===== src/rtl/pollst_pkg.sv =====
package pollst_pkg;

   typedef enum logic [1:0] {
      PS_IDLE  = 2'd0,
      PS_BUSY  = 2'd1,
      PS_FAULT = 2'd2
   } pstate_t;

   // Default placement of the status fields inside the byte.
   localparam int DEF_POLL_POS = 7;
   localparam int DEF_TOG_POS  = 6;
   localparam int DEF_TMO_POS  = 5;
   localparam int DEF_WIN_POS  = 3;

   function automatic bit pos_set_ok(int w, int a, int b, int c, int d);
      return (a < w) && (b < w) && (c < w) && (d < w) &&
             (a != b) && (a != c) && (a != d) &&
             (b != c) && (b != d) && (c != d) &&
             (a >= 0) && (b >= 0) && (c >= 0) && (d >= 0);
   endfunction

endpackage


===== src/rtl/pollst_seq.sv =====
module pollst_seq
   import pollst_pkg::*;
(
   input  logic    clk,
   input  logic    rst_n,
   input  logic    op_start,
   input  logic    op_is_erase,
   input  logic    prog_bit7,
   input  logic    op_done,
   input  logic    op_timeout,
   input  logic    reset_cmd,
   input  logic    win_closed,
   output pstate_t state_q,
   output logic    erase_q,
   output logic    tgt_q,
   output logic    win_frz_q,
   output logic    start_acc,
   output logic    run_ok
);

   pstate_t state_d;

   assign start_acc = (state_q == PS_IDLE) && op_start;
   assign run_ok    = (state_q == PS_BUSY) && !op_timeout;

   always_comb begin
      state_d = state_q;
      unique case (state_q)
         PS_IDLE: begin
            if (op_start) state_d = PS_BUSY;
         end
         PS_BUSY: begin
            if (op_timeout)   state_d = PS_FAULT;
            else if (op_done) state_d = PS_IDLE;
         end
         PS_FAULT: begin
            if (reset_cmd) state_d = PS_IDLE;
         end
         default: state_d = PS_IDLE;
      endcase
   end

   always_ff @(posedge clk or negedge rst_n) begin
      if (!rst_n) begin
         state_q   <= PS_IDLE;
         erase_q   <= 1'b0;
         tgt_q     <= 1'b0;
         win_frz_q <= 1'b0;
      end else begin
         state_q <= state_d;
         if (start_acc) begin
            erase_q   <= op_is_erase;
            tgt_q     <= prog_bit7;
            win_frz_q <= 1'b0;
         end
         if ((state_q == PS_BUSY) && op_timeout) begin
            win_frz_q <= erase_q & win_closed;
         end
      end
   end

endmodule


===== src/rtl/pollst_toggle.sv =====
module pollst_toggle #(
   parameter bit EDGE_MODE = 1'b1
) (
   input  logic clk,
   input  logic rst_n,
   input  logic clr,
   input  logic en,
   input  logic rd_stb,
   output logic tog_q
);

   logic hit;

   generate
      if (EDGE_MODE) begin : g_edge
         logic rd_prev_q;
         always_ff @(posedge clk or negedge rst_n) begin
            if (!rst_n) rd_prev_q <= 1'b0;
            else        rd_prev_q <= rd_stb;
         end
         assign hit = rd_stb & ~rd_prev_q;
      end else begin : g_level
         assign hit = rd_stb;
      end
   endgenerate

   always_ff @(posedge clk or negedge rst_n) begin
      if (!rst_n)        tog_q <= 1'b0;
      else if (clr)      tog_q <= 1'b0;
      else if (en && hit) tog_q <= ~tog_q;
   end

endmodule


===== src/rtl/pollst_fmt.sv =====
module pollst_fmt
   import pollst_pkg::*;
#(
   parameter int DATA_W   = 8,
   parameter int POLL_POS = DEF_POLL_POS,
   parameter int TOG_POS  = DEF_TOG_POS,
   parameter int TMO_POS  = DEF_TMO_POS,
   parameter int WIN_POS  = DEF_WIN_POS
) (
   input  pstate_t             state_q,
   input  logic                erase_q,
   input  logic                tgt_q,
   input  logic                tog_q,
   input  logic                win_closed,
   input  logic                win_frz_q,
   input  logic [DATA_W-1:0]   array_data,
   output logic [DATA_W-1:0]   rd_data,
   output logic                busy
);

   logic              show;
   logic              fault;
   logic              poll_bit;
   logic              win_bit;
   logic [DATA_W-1:0] status;

   assign show     = (state_q != PS_IDLE);
   assign fault    = (state_q == PS_FAULT);
   assign poll_bit = ~erase_q & ~tgt_q;
   assign win_bit  = fault ? win_frz_q : (erase_q & win_closed);

   generate
      for (genvar i = 0; i < DATA_W; i++) begin : g_bit
         if (i == POLL_POS) begin : g_poll
            assign status[i] = poll_bit;
         end else if (i == TOG_POS) begin : g_tog
            assign status[i] = tog_q;
         end else if (i == TMO_POS) begin : g_tmo
            assign status[i] = fault;
         end else if (i == WIN_POS) begin : g_win
            assign status[i] = win_bit;
         end else begin : g_zero
            assign status[i] = 1'b0;
         end
      end
   endgenerate

   assign rd_data = show ? status : array_data;
   assign busy    = show;

endmodule


===== src/rtl/poll_status_gen.sv =====
module poll_status_gen
   import pollst_pkg::*;
#(
   parameter int DATA_W    = 8,
   parameter int POLL_POS  = DEF_POLL_POS,
   parameter int TOG_POS   = DEF_TOG_POS,
   parameter int TMO_POS   = DEF_TMO_POS,
   parameter int WIN_POS   = DEF_WIN_POS,
   parameter bit EDGE_MODE = 1'b1
) (
   input  logic              clk,
   input  logic              rst_n,
   input  logic              op_start,
   input  logic              op_is_erase,
   input  logic              prog_bit7,
   input  logic              op_done,
   input  logic              op_timeout,
   input  logic              reset_cmd,
   input  logic              win_closed,
   input  logic              rd_stb,
   input  logic [DATA_W-1:0] array_data,
   output logic [DATA_W-1:0] rd_data,
   output logic              busy
);

   localparam bit POS_OK = pos_set_ok(DATA_W, POLL_POS, TOG_POS, TMO_POS, WIN_POS);

   initial begin
      assert (POS_OK) else $error("status field positions overlap or exceed DATA_W");
   end

   pstate_t state_q;
   logic    erase_q;
   logic    tgt_q;
   logic    win_frz_q;
   logic    start_acc;
   logic    run_ok;
   logic    tog_q;

   pollst_seq u_seq (
      .clk         (clk),
      .rst_n       (rst_n),
      .op_start    (op_start),
      .op_is_erase (op_is_erase),
      .prog_bit7   (prog_bit7),
      .op_done     (op_done),
      .op_timeout  (op_timeout),
      .reset_cmd   (reset_cmd),
      .win_closed  (win_closed),
      .state_q     (state_q),
      .erase_q     (erase_q),
      .tgt_q       (tgt_q),
      .win_frz_q   (win_frz_q),
      .start_acc   (start_acc),
      .run_ok      (run_ok)
   );

   pollst_toggle #(.EDGE_MODE(EDGE_MODE)) u_tog (
      .clk    (clk),
      .rst_n  (rst_n),
      .clr    (start_acc),
      .en     (run_ok),
      .rd_stb (rd_stb),
      .tog_q  (tog_q)
   );

   pollst_fmt #(
      .DATA_W   (DATA_W),
      .POLL_POS (POLL_POS),
      .TOG_POS  (TOG_POS),
      .TMO_POS  (TMO_POS),
      .WIN_POS  (WIN_POS)
   ) u_fmt (
      .state_q    (state_q),
      .erase_q    (erase_q),
      .tgt_q      (tgt_q),
      .tog_q      (tog_q),
      .win_closed (win_closed),
      .win_frz_q  (win_frz_q),
      .array_data (array_data),
      .rd_data    (rd_data),
      .busy       (busy)
   );

endmodule


===== config.mk =====
export PLATFORM = sky130hd
export DESIGN_NAME = poll_status_gen
export DESIGN_NICKNAME = d
export VERILOG_FILES = /design/src/rtl/pollst_pkg.sv /design/src/rtl/pollst_seq.sv /design/src/rtl/pollst_toggle.sv /design/src/rtl/pollst_fmt.sv /design/src/rtl/poll_status_gen.sv
export SDC_FILE = /design/constraint.sdc
export NUM_CORES = 1
export LEC_CHECK = 0
export ABC_AREA = 1
export CAP_MARGIN = 20
export CORE_MARGIN = 5
export CORE_UTILIZATION = 25
export CTS_CLUSTER_SIZE = 24
export DETAILED_ROUTE_END_ITERATION = 6
export PLACE_DENSITY = 0.58
export RECOVER_POWER = 25
export SLEW_MARGIN = 20
export SYNTH_ARGS = -nofsm -noshare
export SYNTH_HDL_FRONTEND = slang
export SYNTH_SLANG_ARGS = --single-unit

===== constraint.sdc =====
create_clock -name clk -period 1.3 [get_ports clk]
set_input_delay 0.325 -clock clk [delete_from_list [all_inputs] [get_ports clk]]
set_output_delay 0.325 -clock clk [all_outputs]
set_load 0.05 [all_outputs]

==> qor.yml <==
avg_inst_size_synth_sq_um: 7.483
length_of_routed_met2_wiring_um: 497
die_area_sq_mm: 0.002408
dieHeight_um: 49.07
start_util_pct: 25.94
register_area_sq_um: 175.2
cellPowerDensity_mw_per_mm2: 1935
grt_setup_unrepaired: "true"
slew_headroom_pct: 78.82
met3_length_um: 99
synthCells: 51
grt_start_max_net_pins: 8
cts_num_sinks: 7
yosys_warnings: 0
post-synth-top-count-cell: "sky130_fd_sc_hd__nand2_1"
floorplan.core_area_sq_mm: 0.001471
synth_ff_type: "sky130_fd_sc_hd__dfrtp_1"
diodes: 0
synth_seq_area_share_pct: 45.90
number_of_filler_instances_in_the_final_layout: 123
met1Wirelength_um: 475
critical_path.endpoint_type: "output port"
ir_worst_vdd_v: 0.0009352
static-leakage-power_nw: 0.4314
commonest_cells_post_synth: "sky130_fd_sc_hd__nand2_1, sky130_fd_sc_hd__inv_1, sky130_fd_sc_hd__dfrtp_1, sky130_fd_sc_hd__nor2_1, sky130_fd_sc_hd__nand3_1"
area.growth.synth_to_final_pct: 144.3
route.detailed.vias_per_inst: 4.336
placed_cells_incl_taps: 99
setup.worst_path.start_class: "flip-flop"
drt_iter0_drc: 3
synth_nets: 69
path_max_fanout: 4
synth_largest_area_cell: "sky130_fd_sc_hd__dfrtp_1"
numCtsBuffers: 3
routed_wirelength_um: 1083
timing_hold_violations_final: 0
power.total_w: 0.001804
portion_of_the_clock_cycle_consumed_by_the_worst_path_in_the_final_layout_pct: 127.7
initial_antenna_violation_count: 0
setup_violations: 9
post-place-ws_ns: -0.3629
htree_levels: 1
postLayoutSetupSlackWorst_ns: -0.3596
ff2ff_setup_slack_ns: 0.08
finalMaxSlewViolations: 0
drt-pass1-iter-count: 3
final.min_clock_period_ns: 1.660
synth_seq_cells: 7
track_usage_pct: 8.584
ant_nets: 0
detailed_place_hpwl_um: 921.8
route.vias.total: 464
ys_async_sr_fraction_pct: 100.0
num_rows: 14
drc: 0
synthDistinctLibCells: 14
num_io_pins: 27
syn-cell-area_sq_um: 381.6
clk_pin_slew_worst_paths_ns: 0.05
cp_class: "flip-flop to output port"
max-cap-violations: 0
crit_required_ns: 0.98
dr_wl_cell_um: 10.12
die_w_um: 49.07
clock_latency_ns: 0.25
first_global_vias: 387
area_used_by_multi_input_combinational_logic_sq_um: 231.5
outcome: "finished, violations left"
worst-endpoint-arrival_ns: 1.33
gp_routability_congestion: 0.7832
cell_chosen_for_the_clock_root: "sky130_fd_sc_hd__clkbuf_4"
cts_tree: "done"
fmax_ghz: 0.6026
synth_edf_count: 0
global_route.overflow_total: 0
min_path_type: "primary input to asynchronous set/reset pin"
final_instance_area_sq_um: 932.1
route.top_layer_used: "met4"
clock-skew-final_ns: 0.004324
share_of_post_route_cells_with_drive_strength_above_1_pct: 36.26
filler_free_cell_count_of_the_finished_design: 107
violations: "negative setup slack"
place.port_buffers: 26
postPlaceCellArea_sq_um: 825.8
synth.top_cell.area_share_pct: 45.90
grt_first_pass_wirelength_um: 1649
timing_worst_slew_pin_value_ns: 0.3167
nNetsFinal: 110
synth.top_cells.by_area: "sky130_fd_sc_hd__dfrtp_1, sky130_fd_sc_hd__nand2_1, sky130_fd_sc_hd__nand3_1"
cts_buffer_depth: 2
-- metrics by stage --
stage,setup TNS [ns],hold slack [ns],utilization (%)
floorplan,-1.115,0.02941,-
global placement,-1.124,0.4822,56.12
detailed placement,-1.208,0.4845,56.12
CTS,-2.614,0.3465,58.16
global route,-2.768,0.4357,63.35
finish,-2.272,0.4035,63.35
-- area by class of cell --
type	instances	share of cell area (%)
clock buffer	4	2.819
sequential	7	18.79
tap	16	2.148
timing repair buffer	36	46.31
multi-input combinational	34	24.83
inverter	10	5.101
-- cell usage in the layout, fill, tap and decap left out --
master                            count
sky130_fd_sc_hd__nand4_1              1
sky130_fd_sc_hd__clkdlybuf4s50_1     15
sky130_fd_sc_hd__dfrtp_1              7
sky130_fd_sc_hd__buf_6                3
sky130_fd_sc_hd__o21a_1               1
sky130_fd_sc_hd__o21ai_1              1
sky130_fd_sc_hd__clkbuf_1             1
sky130_fd_sc_hd__nand2_1             10
sky130_fd_sc_hd__buf_4                7
sky130_fd_sc_hd__nand2_4              1
sky130_fd_sc_hd__o21ai_4              1
sky130_fd_sc_hd__inv_1                8
sky130_fd_sc_hd__o211ai_1             1
sky130_fd_sc_hd__o31ai_1              2
sky130_fd_sc_hd__nand2_2              1
sky130_fd_sc_hd__nor2_1               3
sky130_fd_sc_hd__clkbuf_4             3
sky130_fd_sc_hd__inv_4                1
sky130_fd_sc_hd__nor2_4               5
sky130_fd_sc_hd__inv_8                1
sky130_fd_sc_hd__dlygate4sd3_1        2
sky130_fd_sc_hd__o31ai_4              1
sky130_fd_sc_hd__buf_8                1
sky130_fd_sc_hd__nand3_1              6
sky130_fd_sc_hd__buf_12               8
-- report_power, final --
group / switching, W / total [W] / internal, W
clock network: 0.0000753 / 0.000192 / 0.000117
logic: 0.000657 / 0.00128 / 0.000624
registers: 0.0000560 / 0.000331 / 0.000275
total: 0.000788 / 0.00180 / 0.00102
-- layer usage --
layer / global-route usage, % / vias up
met5: 0 / -
met1: 10.04 / 197
li1: - / 245
met2: 13.73 / 20
met3: 3.058 / 2
met4: 4.036 / 0
-- final timing paths --
path,from,endpoint,cells past startpoint
max,u_seq.state_q[1],rd_data[7],5
min,rst_n,u_seq.state_q[0],1
max reg2reg,u_seq.state_q[1],u_seq.win_frz_q,7
min reg2reg,u_tog.tog_q,u_tog.tog_q,2
max in group asynchronous,rst_n,u_seq.erase_q,1
min in group clk,u_tog.tog_q,u_tog.tog_q,2
-- flip-flops by register name, indices dropped and copies added (netlist names) --
register,cells
u_seq.state_q,2
u_seq.erase_q,1
u_seq.tgt_q,1
u_seq.win_frz_q,1
u_tog.g_edge.rd_prev_q,1
u_tog.tog_q,1
-- critical path: stages, from the launching register on --
cell and delay, ns:
sky130_fd_sc_hd__dfrtp_1 0.38, sky130_fd_sc_hd__nor2_4 0.07, sky130_fd_sc_hd__buf_4 0.13, sky130_fd_sc_hd__buf_4 0.13, sky130_fd_sc_hd__o31ai_4 0.20, sky130_fd_sc_hd__buf_12 0.17
-- cell families (layout without fill, tap and decap cells) --
| kind of cell | count (synthesis) | in the layout | share of synthesized area (%) |
|---|---|---|---|
| simple gates | 27 | 27 | 31.81 |
| compound gates | 7 | 7 | 12.46 |
| flops | 7 | 7 | 45.90 |
| buf+inv | 10 | 50 | 9.837 |
-- timing repair --
action	4_1_cts	5_1_grt
hold buffers	0	0
gates resized for setup	1	11
setup endpoints to repair	9	9
pin swaps	3	0
setup buffers	0	4
Note: power is estimated with default switching activity, not from simulation.
